<file path="src/rtl/pps_pkg.sv">
package pps_pkg;

  typedef enum logic [1:0] {
    PM_COMP     = 2'b00,
    PM_REDUN    = 2'b01,
    PM_PUSHPULL = 2'b10,
    PM_RSVD     = 2'b11
  } pair_mode_e;

  typedef struct packed {
    logic       own_h;
    logic       own_l;
    logic       inv_h;
    logic       inv_l;
    pair_mode_e mode;
    logic       ovr_en_h;
    logic       ovr_en_l;
    logic       ovr_h;
    logic       ovr_l;
    logic       flt_h;
    logic       flt_l;
    logic       cl_h;
    logic       cl_l;
    logic [1:0] spare;
  } ctrl_t;

  localparam int CTRL_W = $bits(ctrl_t);
  localparam logic [CTRL_W-1:0] CTRL_RESET = 16'hC000;
  localparam logic [CTRL_W-1:0] SPARE_MASK = 16'h0003;

  typedef enum logic [1:0] {
    UL_IDLE  = 2'b00,
    UL_ARMED = 2'b01,
    UL_OPEN  = 2'b10
  } unlock_e;

endpackage

</file>
<file path="src/rtl/pps_unlock.sv">
module pps_unlock #(
  parameter int ADDR_W = 2,
  parameter int KEY_ADDR = 1,
  parameter int KEY_W = 8,
  parameter logic [KEY_W-1:0] KEY_FIRST = 8'h55,
  parameter logic [KEY_W-1:0] KEY_SECOND = 8'hAA
) (
  input  logic              clk,
  input  logic              rst,
  input  logic              wr_en,
  input  logic [ADDR_W-1:0] wr_addr,
  input  logic [KEY_W-1:0]  key_data,
  output logic              open_o
);
  import pps_pkg::*;

  localparam logic [ADDR_W-1:0] KEY_A = ADDR_W'(KEY_ADDR);

  unlock_e state_q;
  unlock_e state_d;
  logic    key_hit;

  assign key_hit = wr_en && (wr_addr == KEY_A);

  always_comb begin
    state_d = state_q;
    if (wr_en) begin
      unique case (state_q)
        UL_IDLE:  state_d = (key_hit && key_data == KEY_FIRST) ? UL_ARMED : UL_IDLE;
        UL_ARMED: state_d = (key_hit && key_data == KEY_SECOND) ? UL_OPEN : UL_IDLE;
        default:  state_d = UL_IDLE;
      endcase
    end
  end

  always_ff @(posedge clk) begin
    if (rst) state_q <= UL_IDLE;
    else     state_q <= state_d;
  end

  assign open_o = (state_q == UL_OPEN);

  // an opened window admits one write only
  a_r11_one_shot: assert property (@(posedge clk) disable iff (rst)
    (open_o && wr_en) |=> !open_o);

  // a wrong write while armed drops the sequence
  a_r12_cancel_armed: assert property (@(posedge clk) disable iff (rst)
    (state_q == UL_ARMED && wr_en && !(key_hit && key_data == KEY_SECOND)) |=> !open_o);

endmodule

</file>
<file path="src/rtl/pps_ctrl_reg.sv">
module pps_ctrl_reg #(
  parameter int ADDR_W = 2,
  parameter int CTRL_ADDR = 0
) (
  input  logic                        clk,
  input  logic                        rst,
  input  logic                        wr_en,
  input  logic [ADDR_W-1:0]           wr_addr,
  input  logic [pps_pkg::CTRL_W-1:0]  wr_data,
  input  logic                        lock_cfg,
  input  logic                        mod_en,
  input  logic                        unlock_open,
  output pps_pkg::ctrl_t              ctrl_q,
  output logic                        wr_err
);
  import pps_pkg::*;

  localparam logic [ADDR_W-1:0] CTRL_A = ADDR_W'(CTRL_ADDR);

  logic ctrl_hit;
  logic busy_hit;
  logic accept;

  assign ctrl_hit = wr_en && (wr_addr == CTRL_A);
  assign busy_hit = ctrl_hit && mod_en;
  assign accept   = ctrl_hit && !mod_en && (!lock_cfg || unlock_open);

  always_ff @(posedge clk) begin
    if (rst) begin
      ctrl_q <= ctrl_t'(CTRL_RESET);
      wr_err <= 1'b0;
    end else begin
      if (accept)   ctrl_q <= ctrl_t'(wr_data & ~SPARE_MASK);
      if (busy_hit) wr_err <= 1'b1;
    end
  end

  // locked write without an open window leaves the register alone
  a_r11_locked_hold: assert property (@(posedge clk) disable iff (rst)
    (wr_en && wr_addr == CTRL_A && lock_cfg && !unlock_open) |=> $stable(ctrl_q));

  // busy write is refused and flagged
  a_r13_busy_reject: assert property (@(posedge clk) disable iff (rst)
    (wr_en && wr_addr == CTRL_A && mod_en) |=> ($stable(ctrl_q) && wr_err));

  // the flag stays set until reset
  a_r13_err_sticky: assert property (@(posedge clk) disable iff (rst)
    wr_err |=> wr_err);

  // spare bits always read zero
  a_r2_spare_zero: assert property (@(posedge clk) disable iff (rst)
    ctrl_q.spare == 2'b00);

endmodule

</file>
<file path="src/rtl/pps_pair_mode.sv">
module pps_pair_mode (
  input  logic                clk,
  input  logic                rst,
  input  pps_pkg::pair_mode_e mode,
  input  logic                gen_in,
  input  logic                period_start,
  output logic                raw_h,
  output logic                raw_l
);
  import pps_pkg::*;

  logic pp_sel_q;

  always_ff @(posedge clk) begin
    if (rst)                     pp_sel_q <= 1'b0;
    else if (mode != PM_PUSHPULL) pp_sel_q <= 1'b0;
    else if (period_start)       pp_sel_q <= ~pp_sel_q;
  end

  always_comb begin
    unique case (mode)
      PM_REDUN: begin
        raw_h = gen_in;
        raw_l = gen_in;
      end
      PM_PUSHPULL: begin
        raw_h = gen_in && !pp_sel_q;
        raw_l = gen_in && pp_sel_q;
      end
      default: begin
        raw_h = gen_in;
        raw_l = !gen_in;
      end
    endcase
  end

endmodule

</file>
<file path="src/rtl/pps_pin_sel.sv">
module pps_pin_sel (
  input  logic clk,
  input  logic rst,
  input  logic fault_i,
  input  logic climit_i,
  input  logic flt_val_i,
  input  logic cl_val_i,
  input  logic ovr_en_i,
  input  logic ovr_val_i,
  input  logic inv_i,
  input  logic raw_i,
  output logic pin_o
);

  logic chosen;

  always_comb begin
    if (fault_i)       chosen = flt_val_i;
    else if (climit_i) chosen = cl_val_i;
    else if (ovr_en_i) chosen = ovr_val_i;
    else               chosen = raw_i;
  end

  always_ff @(posedge clk) begin
    if (rst) pin_o <= 1'b0;
    else     pin_o <= chosen ^ inv_i;
  end

  // fault level reaches the pin with inversion applied
  a_r8_fault_level: assert property (@(posedge clk) disable iff (rst)
    ($past(!rst) && $past(fault_i)) |-> (pin_o == ($past(flt_val_i) ^ $past(inv_i))));

  // current-limit level when no fault
  a_r9_climit_level: assert property (@(posedge clk) disable iff (rst)
    ($past(!rst) && $past(!fault_i && climit_i)) |-> (pin_o == ($past(cl_val_i) ^ $past(inv_i))));

  // override level when no event
  a_r7_override_level: assert property (@(posedge clk) disable iff (rst)
    ($past(!rst) && $past(!fault_i && !climit_i && ovr_en_i))
      |-> (pin_o == ($past(ovr_val_i) ^ $past(inv_i))));

endmodule

</file>
<file path="src/rtl/pwm_pin_steer.sv">
module pwm_pin_steer #(
  parameter int ADDR_W = 2,
  parameter int CTRL_ADDR = 0,
  parameter int KEY_ADDR = 1,
  parameter int KEY_W = 8,
  parameter logic [KEY_W-1:0] KEY_FIRST = 8'h55,
  parameter logic [KEY_W-1:0] KEY_SECOND = 8'hAA
) (
  input  logic              clk,
  input  logic              rst,
  input  logic              wr_en,
  input  logic [ADDR_W-1:0] wr_addr,
  input  logic [15:0]       wr_data,
  input  logic              lock_cfg,
  input  logic              mod_en,
  input  logic              gen_in,
  input  logic              period_start,
  input  logic              fault_act,
  input  logic              climit_act,
  output logic              pin_h,
  output logic              pin_l,
  output logic              own_h,
  output logic              own_l,
  output logic [15:0]       ctrl_value,
  output logic              wr_err
);
  import pps_pkg::*;

  localparam int NPIN = 2;
  localparam int HI = 1;
  localparam int LO = 0;

  ctrl_t ctrl;
  logic  unlock_open;
  logic  raw_h, raw_l;

  logic [NPIN-1:0] flt_v, cl_v, ovr_en_v, ovr_v, inv_v, raw_v, pin_v;

  pps_unlock #(
    .ADDR_W(ADDR_W), .KEY_ADDR(KEY_ADDR), .KEY_W(KEY_W),
    .KEY_FIRST(KEY_FIRST), .KEY_SECOND(KEY_SECOND)
  ) u_unlock (
    .clk(clk), .rst(rst), .wr_en(wr_en), .wr_addr(wr_addr),
    .key_data(wr_data[KEY_W-1:0]), .open_o(unlock_open)
  );

  pps_ctrl_reg #(.ADDR_W(ADDR_W), .CTRL_ADDR(CTRL_ADDR)) u_ctrl (
    .clk(clk), .rst(rst), .wr_en(wr_en), .wr_addr(wr_addr), .wr_data(wr_data),
    .lock_cfg(lock_cfg), .mod_en(mod_en), .unlock_open(unlock_open),
    .ctrl_q(ctrl), .wr_err(wr_err)
  );

  pps_pair_mode u_mode (
    .clk(clk), .rst(rst), .mode(ctrl.mode), .gen_in(gen_in),
    .period_start(period_start), .raw_h(raw_h), .raw_l(raw_l)
  );

  assign flt_v    = {ctrl.flt_h, ctrl.flt_l};
  assign cl_v     = {ctrl.cl_h, ctrl.cl_l};
  assign ovr_en_v = {ctrl.ovr_en_h, ctrl.ovr_en_l};
  assign ovr_v    = {ctrl.ovr_h, ctrl.ovr_l};
  assign inv_v    = {ctrl.inv_h, ctrl.inv_l};
  assign raw_v    = {raw_h, raw_l};

  for (genvar p = 0; p < NPIN; p++) begin : g_pin
    pps_pin_sel u_sel (
      .clk(clk), .rst(rst), .fault_i(fault_act), .climit_i(climit_act),
      .flt_val_i(flt_v[p]), .cl_val_i(cl_v[p]), .ovr_en_i(ovr_en_v[p]),
      .ovr_val_i(ovr_v[p]), .inv_i(inv_v[p]), .raw_i(raw_v[p]), .pin_o(pin_v[p])
    );
  end

  assign pin_h      = pin_v[HI];
  assign pin_l      = pin_v[LO];
  assign own_h      = ctrl.own_h;
  assign own_l      = ctrl.own_l;
  assign ctrl_value = ctrl;

  logic plain_path;
  assign plain_path = !fault_act && !climit_act && !ctrl.ovr_en_h && !ctrl.ovr_en_l
                      && !ctrl.inv_h && !ctrl.inv_l;

  // complementary and reserved modes give opposite pins
  a_r4_complementary: assert property (@(posedge clk) disable iff (rst)
    ($past(!rst) && $past(plain_path) && $past(ctrl.mode == PM_COMP || ctrl.mode == PM_RSVD))
      |-> (pin_l == !pin_h));

  // redundant mode gives equal pins
  a_r5_redundant: assert property (@(posedge clk) disable iff (rst)
    ($past(!rst) && $past(plain_path) && $past(ctrl.mode == PM_REDUN)) |-> (pin_l == pin_h));

  // push-pull never drives both pins
  a_r6_pp_exclusive: assert property (@(posedge clk) disable iff (rst)
    ($past(!rst) && $past(plain_path) && $past(ctrl.mode == PM_PUSHPULL)) |-> !(pin_h && pin_l));

endmodule

</file>
<file path="config.mk">
export PLATFORM = sky130hd
export DESIGN_NAME = pwm_pin_steer
export DESIGN_NICKNAME = d
export VERILOG_FILES = /design/src/rtl/pps_pkg.sv /design/src/rtl/pps_unlock.sv /design/src/rtl/pps_ctrl_reg.sv /design/src/rtl/pps_pair_mode.sv /design/src/rtl/pps_pin_sel.sv /design/src/rtl/pwm_pin_steer.sv
export SDC_FILE = /design/constraint.sdc
export NUM_CORES = 1
export LEC_CHECK = 0
export ABC_AREA = 0
export BUFFER_PORTS_ARGS = -buffer_cell sky130_fd_sc_hd__buf_2
export CAP_MARGIN = 40
export CORE_MARGIN = 3
export CORE_UTILIZATION = 40
export CTS_BUF_LIST = sky130_fd_sc_hd__clkbuf_4 sky130_fd_sc_hd__clkbuf_8
export DETAILED_ROUTE_END_ITERATION = 7
export PLACE_DENSITY_LB_ADDON = 0.12
export SETUP_SLACK_MARGIN = 0.1
export SKIP_CTS_REPAIR_TIMING = 1
export SLEW_MARGIN = 20
export SYNTH_ARGS = -nofsm -noshare
export SYNTH_HDL_FRONTEND = slang
export SYNTH_SLANG_ARGS = --single-unit
</file>
<file path="constraint.sdc">
create_clock -name clk -period 2.2 [get_ports clk]
set_clock_uncertainty 0.2 [all_clocks]
set_input_delay 0.44 -clock clk [delete_from_list [all_inputs] [get_ports clk]]
set_output_delay 0.44 -clock clk [all_outputs]
set_load 0.02 [all_outputs]
</file>
# --- Word level (Yosys, flattened, before mapping) ---
# Index checks and enable logic that the tools add are counted.
classes:
  muxes: 11
  n_bitwise: 3
  n_reduce_logical: 17
  eq_ne: 8
op_table:
  columns: ["operator", "count"]
  rows:
  - ["1-bit logical AND", 9]
  - ["8-bit by 7-bit equality test with 1-bit output (second input constant)", 1]
  - ["8-bit equality test (second input constant)", 1]
  - ["1-bit two-way mux", 8]
  - ["2-bit by 1-bit equality test with 1-bit output (second input constant)", 3]
  - ["2-bit equality test (second input constant)", 2]
  - ["1-bit zero test", 4]
  - ["2-bit zero test", 2]
  - ["2-bit one-hot mux with 2 select lines", 1]
  - ["2-bit two-way mux", 1]
  - ["2-bit inequality test (second input constant)", 1]
  - ["1-bit one-hot mux with 2 select lines", 1]
  - ["2-bit OR reduction", 1]
  - ["1-bit XOR", 2]
  - ["1-bit logical OR", 1]
  - ["1-bit NOT", 1]
word_totals:
  reg_bits: 20
  out_inout_bits: 21
  wordCells: 57

# --- Depth between registers and ports, before layout ---
depth:
  word_depth: 7
  ltp_mapped: 6
  ltp_nobuf: 6

# --- Modules after synthesis ---
# From an unflattened synthesis, not the netlist that was laid out.
unflattened:
  hier_cells: 117
  area_unflattened_um2: 1121.1
modules_own_cells:
  columns: ["module", "instances", "seq_area_each_um2", "cells_each", "area_per_inst_um2"]
  rows:
  - ["pps_ctrl_reg", 1, 300.3, 70, 696.9]
  - ["pps_pin_sel", 2, 20.0, 9, 81.3]
  - ["pps_unlock", 1, 40.0, 15, 142.6]
  - ["pps_pair_mode", 1, 20.0, 12, 103.8]
  - ["pwm_pin_steer", 1, 0.0, 2, 15.0]

# --- Least setup slack after synthesis ---
# No wires, ideal clock.
synth_path:
  path_type: "reg2reg"
  startpoint: "register u_ctrl.ctrl_q[10] (netlist name)"
  endpoint: "register g_pin[0].u_sel.pin_o"
  setup_slack_ns: 0.086
  required_ns: 1.879
  t_arrival_ns: 1.793
  synth_period_minus_slack_ns: 2.114
  stages_incl_launch_ff: 6
  cell_sequence: "dfxtp_1 > inv_1 > ha_1 > or3b_2 > a22oi_1 > mux2_2"
synth_via:
  elab_chain_cells: 6
  word_cells_on_any_way: 7
  classes_between: "eq/ne: 2; mux: 4; bitwise: 1"
synth_lines:
  columns: ["item", "line_no", "source"]
  rows:
  - ["from (decl)", "pps_ctrl_reg.sv:13", "output pps_pkg::ctrl_t ctrl_q,"]
  - ["from (signal assigned)", "pps_ctrl_reg.sv:30", "ctrl_q <= ctrl_t'(CTRL_RESET);"]
  - ["from (signal assigned)", "pps_ctrl_reg.sv:33", "if (accept) ctrl_q <= ctrl_t'(wr_data & ~SPARE_MASK);"]
  - ["2-bit equality test or 2-bit by 1-bit equality test with 1-bit output (tied branches)", "pps_pair_mode.sv:21", "unique case (mode)"]
  - ["1-bit one-hot mux with 2 select lines *", "pps_pair_mode.sv:21", null]
  - ["1-bit two-way mux *", "pps_pin_sel.sv:20", "else if (ovr_en_i) chosen = ovr_val_i;"]
  - ["1-bit two-way mux *", "pps_pin_sel.sv:19", "else if (climit_i) chosen = cl_val_i;"]
  - ["1-bit two-way mux *", "pps_pin_sel.sv:18", "if (fault_i) chosen = flt_val_i;"]
  - ["1-bit XOR *", "pps_pin_sel.sv:26", "else pin_o <= chosen ^ inv_i;"]
  - ["to (signal assigned)", "pps_pin_sel.sv:26", null]
  - ["to (decl)", "pps_pin_sel.sv:12", "output logic pin_o"]
# Every way passes the cells marked *; elsewhere a longest branch is shown, timed or not.
# A chain may end at the register's enable or synchronous reset.

# --- Worst setup path in the final report ---
# Same ends and word-level chain as after synthesis.

==> flow_summary.json <==
{
  "num_vias": 862,
  "htreeDepth": 1,
  "place_area_sq_um": 1216,
  "cp-end-kind": "flip-flop",
  "max-cap-violations": 0,
  "crit_arrival_ns": 2.00,
  "fin_hold_ws_ns": 0.1424,
  "slew_violations": 0,
  "yosysWarnings": 0,
  "setup_viol": 0,
  "tns_ns": 0,
  "p_leak_nw": 0.5256,
  "antenna_found_initial": 0,
  "grt_pass1_wl_mm": 3.643,
  "track_usage": 0.1382,
  "status": "completed",
  "rrSetupSlack_ns": 0.19,
  "drive_gt1_frac": 0.4000,
  "slew_headroom": 0.6718,
  "drt_wl_total_mm": 2.166,
  "boundaryPins": 48,
  "multi_input_area_sq_um": 516.7,
  "synth-seq-cells": 20,
  "synthArstFlopShare": 0,
  "cp.required_ns": 2.19,
  "synth_edf_count": 0,
  "cp-start-kind": "flip-flop",
  "synth_ff_type": "dfxtp_1",
  "wl_per_cell_um": 12.52,
  "area_delta_synth_final_pct": 17.77,
  "dr.pass1.iters": 2,
  "core_area_sq_um": 2361,
  "cts.sinks": 20,
  "final_nets": 176,
  "fill_cells": 227,
  "fmax_mhz": 498.1,
  "post-route-period-util": 0.9126,
  "diodes": 0,
  "overflow": 0,
  "grt_max_degree": 22,
  "power_mw": 0.6278,
  "worstMarginPinSlew_ns": 0.4799,
  "root_buffer": "clkbuf_4",
  "synth.top_cell.area_share": 0.3791,
  "hold_end": "u_ctrl.ctrl_q[15]$_SDFFE_PP1P_",
  "synth_area_leader_cell": "dfxtp_1",
  "fin_ws_ns": 0.1923,
  "regArea_sq_um": 401.6,
  "r2r_start": "u_ctrl.ctrl_q[10]$_SDFFE_PP0P_",
  "ir_worst_vdd_mv": 0.4795,
  "clk_latency_ns": 0.29,
  "final_cell_area_sq_um": 1244,
  "placementRows": 17,
  "avgSynthCellArea_sq_um": 9.514,
  "dr_wl_met2_um": 993,
  "synth_cell_types": 33,
  "syn_area_sq_um": 1056,
  "drc": 0,
  "dr.max_layer_used": "met4",
  "hold_depth": 2,
  "r2r-end": "g_pin[0].u_sel.pin_o$_SDFF_PP0_",
  "synth_cells": 111,
  "drt_iter0_markers": 15,
  "fp.dieH_um": 57.38,
  "synthTopCellsByArea": "dfxtp_1, mux2i_1, buf_4",
  "power_density_nw_per_um2": 504.8,
  "wirelength_met1_um": 995,
  "r2r.worst_path.cells": 5,
  "ys_seq_area_frac": 0.3791,
  "hold_path_class": "input port to flip-flop",
  "die-area_sq_um": 3292,
  "start_util": 0.4473,
  "cts_tree": "done",
  "via_per_inst": 4.983,
  "hold_path_startpoint": "wr_data[15]",
  "critical_path_class": "flip-flop to flip-flop",
  "dpl_worst_slack_ns": 0.1286,
  "port_buffers": 45,
  "met3_length_um": 164,
  "path_clk_slew_ns": 0.10,
  "hold_viol": 0,
  "rsz0062_at_grt": "no",
  "cts_buffers": 3,
  "gp_congestion": 0.7172,
  "grt_pass1_vias": 818,
  "drtAntennaViolNets": 0,
  "die_w_um": 57.38,
  "cts_buffer_depth": 2,
  "layout_min_cycle_time_ns": 2.008,
  "crit_fanout": 4
}
sequential cells by signal, summed over array words and instances, names as in the netlist:
name               count
u_ctrl.ctrl_q         14
g_pin.u_sel.pin_o      2
u_unlock.state_q       2
u_ctrl.wr_err          1
u_mode.pp_sel_q        1
placed cells by master, fill, tap and decap left out, drive strengths merged:
| cell | instances |
|---|---|
| nor3b | 3 |
| and4b | 1 |
| buf | 47 |
| xnor2 | 1 |
| nand4b | 1 |
| a221o | 1 |
| or3b | 1 |
| a211o | 3 |
| nor4b | 1 |
| or4 | 1 |
| o31ai | 1 |
| nor2b | 5 |
| a22oi | 1 |
| a21oi | 6 |
| mux2i | 12 |
| conb | 2 |
| a31oi | 1 |
| a2111oi | 1 |
| nand2 | 3 |
| mux2 | 1 |
| or4b | 1 |
| clkbuf | 3 |
| inv | 4 |
| ha | 2 |
| nand2b | 3 |
| nor4bb | 2 |
| nand4 | 1 |
| nor3 | 1 |
| nor2 | 15 |
| dfxtp | 20 |
stage by stage:
step                  util  instances
floorplan                -        112
global placement    0.5151        170
detailed placement  0.5151        170
CTS                 0.5246        173
global route        0.5268        173
finish              0.5268        173
cell usage after synthesis, types with 2 or more instances:
cell	count
nand2b_1	3
a211o_2	2
nor2_1	15
nor3b_1	3
dfxtp_1	20
a21oi_1	5
inv_1	4
clkbuf_1	2
mux2i_1	12
ha_1	2
nor2b_1	5
buf_4	14
nor4bb_1	2
nand2_1	3
routing by layer:
metal,up-vias,GRT usage
li1,440,-
met4,0,0.01987
met3,2,0.04072
met2,31,0.2371
met1,389,0.1739
met5,-,0
final cells by class:
type,instances,share of cell area
flip-flops and latches,20,0.3229
well taps,28,0.02817
clock buffers,3,0.01811
multi-input cells,71,0.4155
repair buffers,47,0.2032
inverters,4,0.01207
kinds of logic (layout without fill, tap and decap cells):
| group | after synthesis | after routing | synth area share |
|---|---|---|---|
| AOI/OAI and AO/OA | 14 | 14 | 0.1043 |
| xor gates and xnor gates | 1 | 1 | 0.008295 |
| adders and majority gates | 2 | 2 | 0.02369 |
| buffers and inverters | 21 | 54 | 0.1398 |
| DFF | 20 | 20 | 0.3791 |
| muxes | 13 | 13 | 0.1244 |
| other | 1 | 2 | 0.003551 |
| and+or+nand+nor | 39 | 39 | 0.2168 |
power breakdown:
part | switching (mW) | internal, mW
clock network | 0.105 | 0.0638
logic | 0.0464 | 0.0407
registers | 0.00376 | 0.368
worst max path at each step:
| stage | to | start |
|---|---|---|
| after floorplan | g_pin[0].u_sel.pin_o$_SDFF_PP0_ | u_ctrl.ctrl_q[11]$_SDFFE_PP0P_ |
| after global placement | u_ctrl.ctrl_q[10]$_SDFFE_PP0P_ | wr_addr[0] |
| after detailed placement | u_ctrl.ctrl_q[4]$_SDFFE_PP0P_ | wr_addr[0] |
| after CTS | g_pin[0].u_sel.pin_o$_SDFF_PP0_ | u_ctrl.ctrl_q[10]$_SDFFE_PP0P_ |
| after global routing | g_pin[0].u_sel.pin_o$_SDFF_PP0_ | u_ctrl.ctrl_q[10]$_SDFFE_PP0P_ |
| final | g_pin[0].u_sel.pin_o$_SDFF_PP0_ | u_ctrl.ctrl_q[10]$_SDFFE_PP0P_ |
worst max-delay path: stages, from the launching register on:
cell     delay [ns]
dfxtp_2        0.36
inv_1          0.04
ha_1           0.28
or3b_2         0.47
a22oi_2        0.19
mux2_2         0.35
Note: power is estimated with default switching activity, not from simulation.
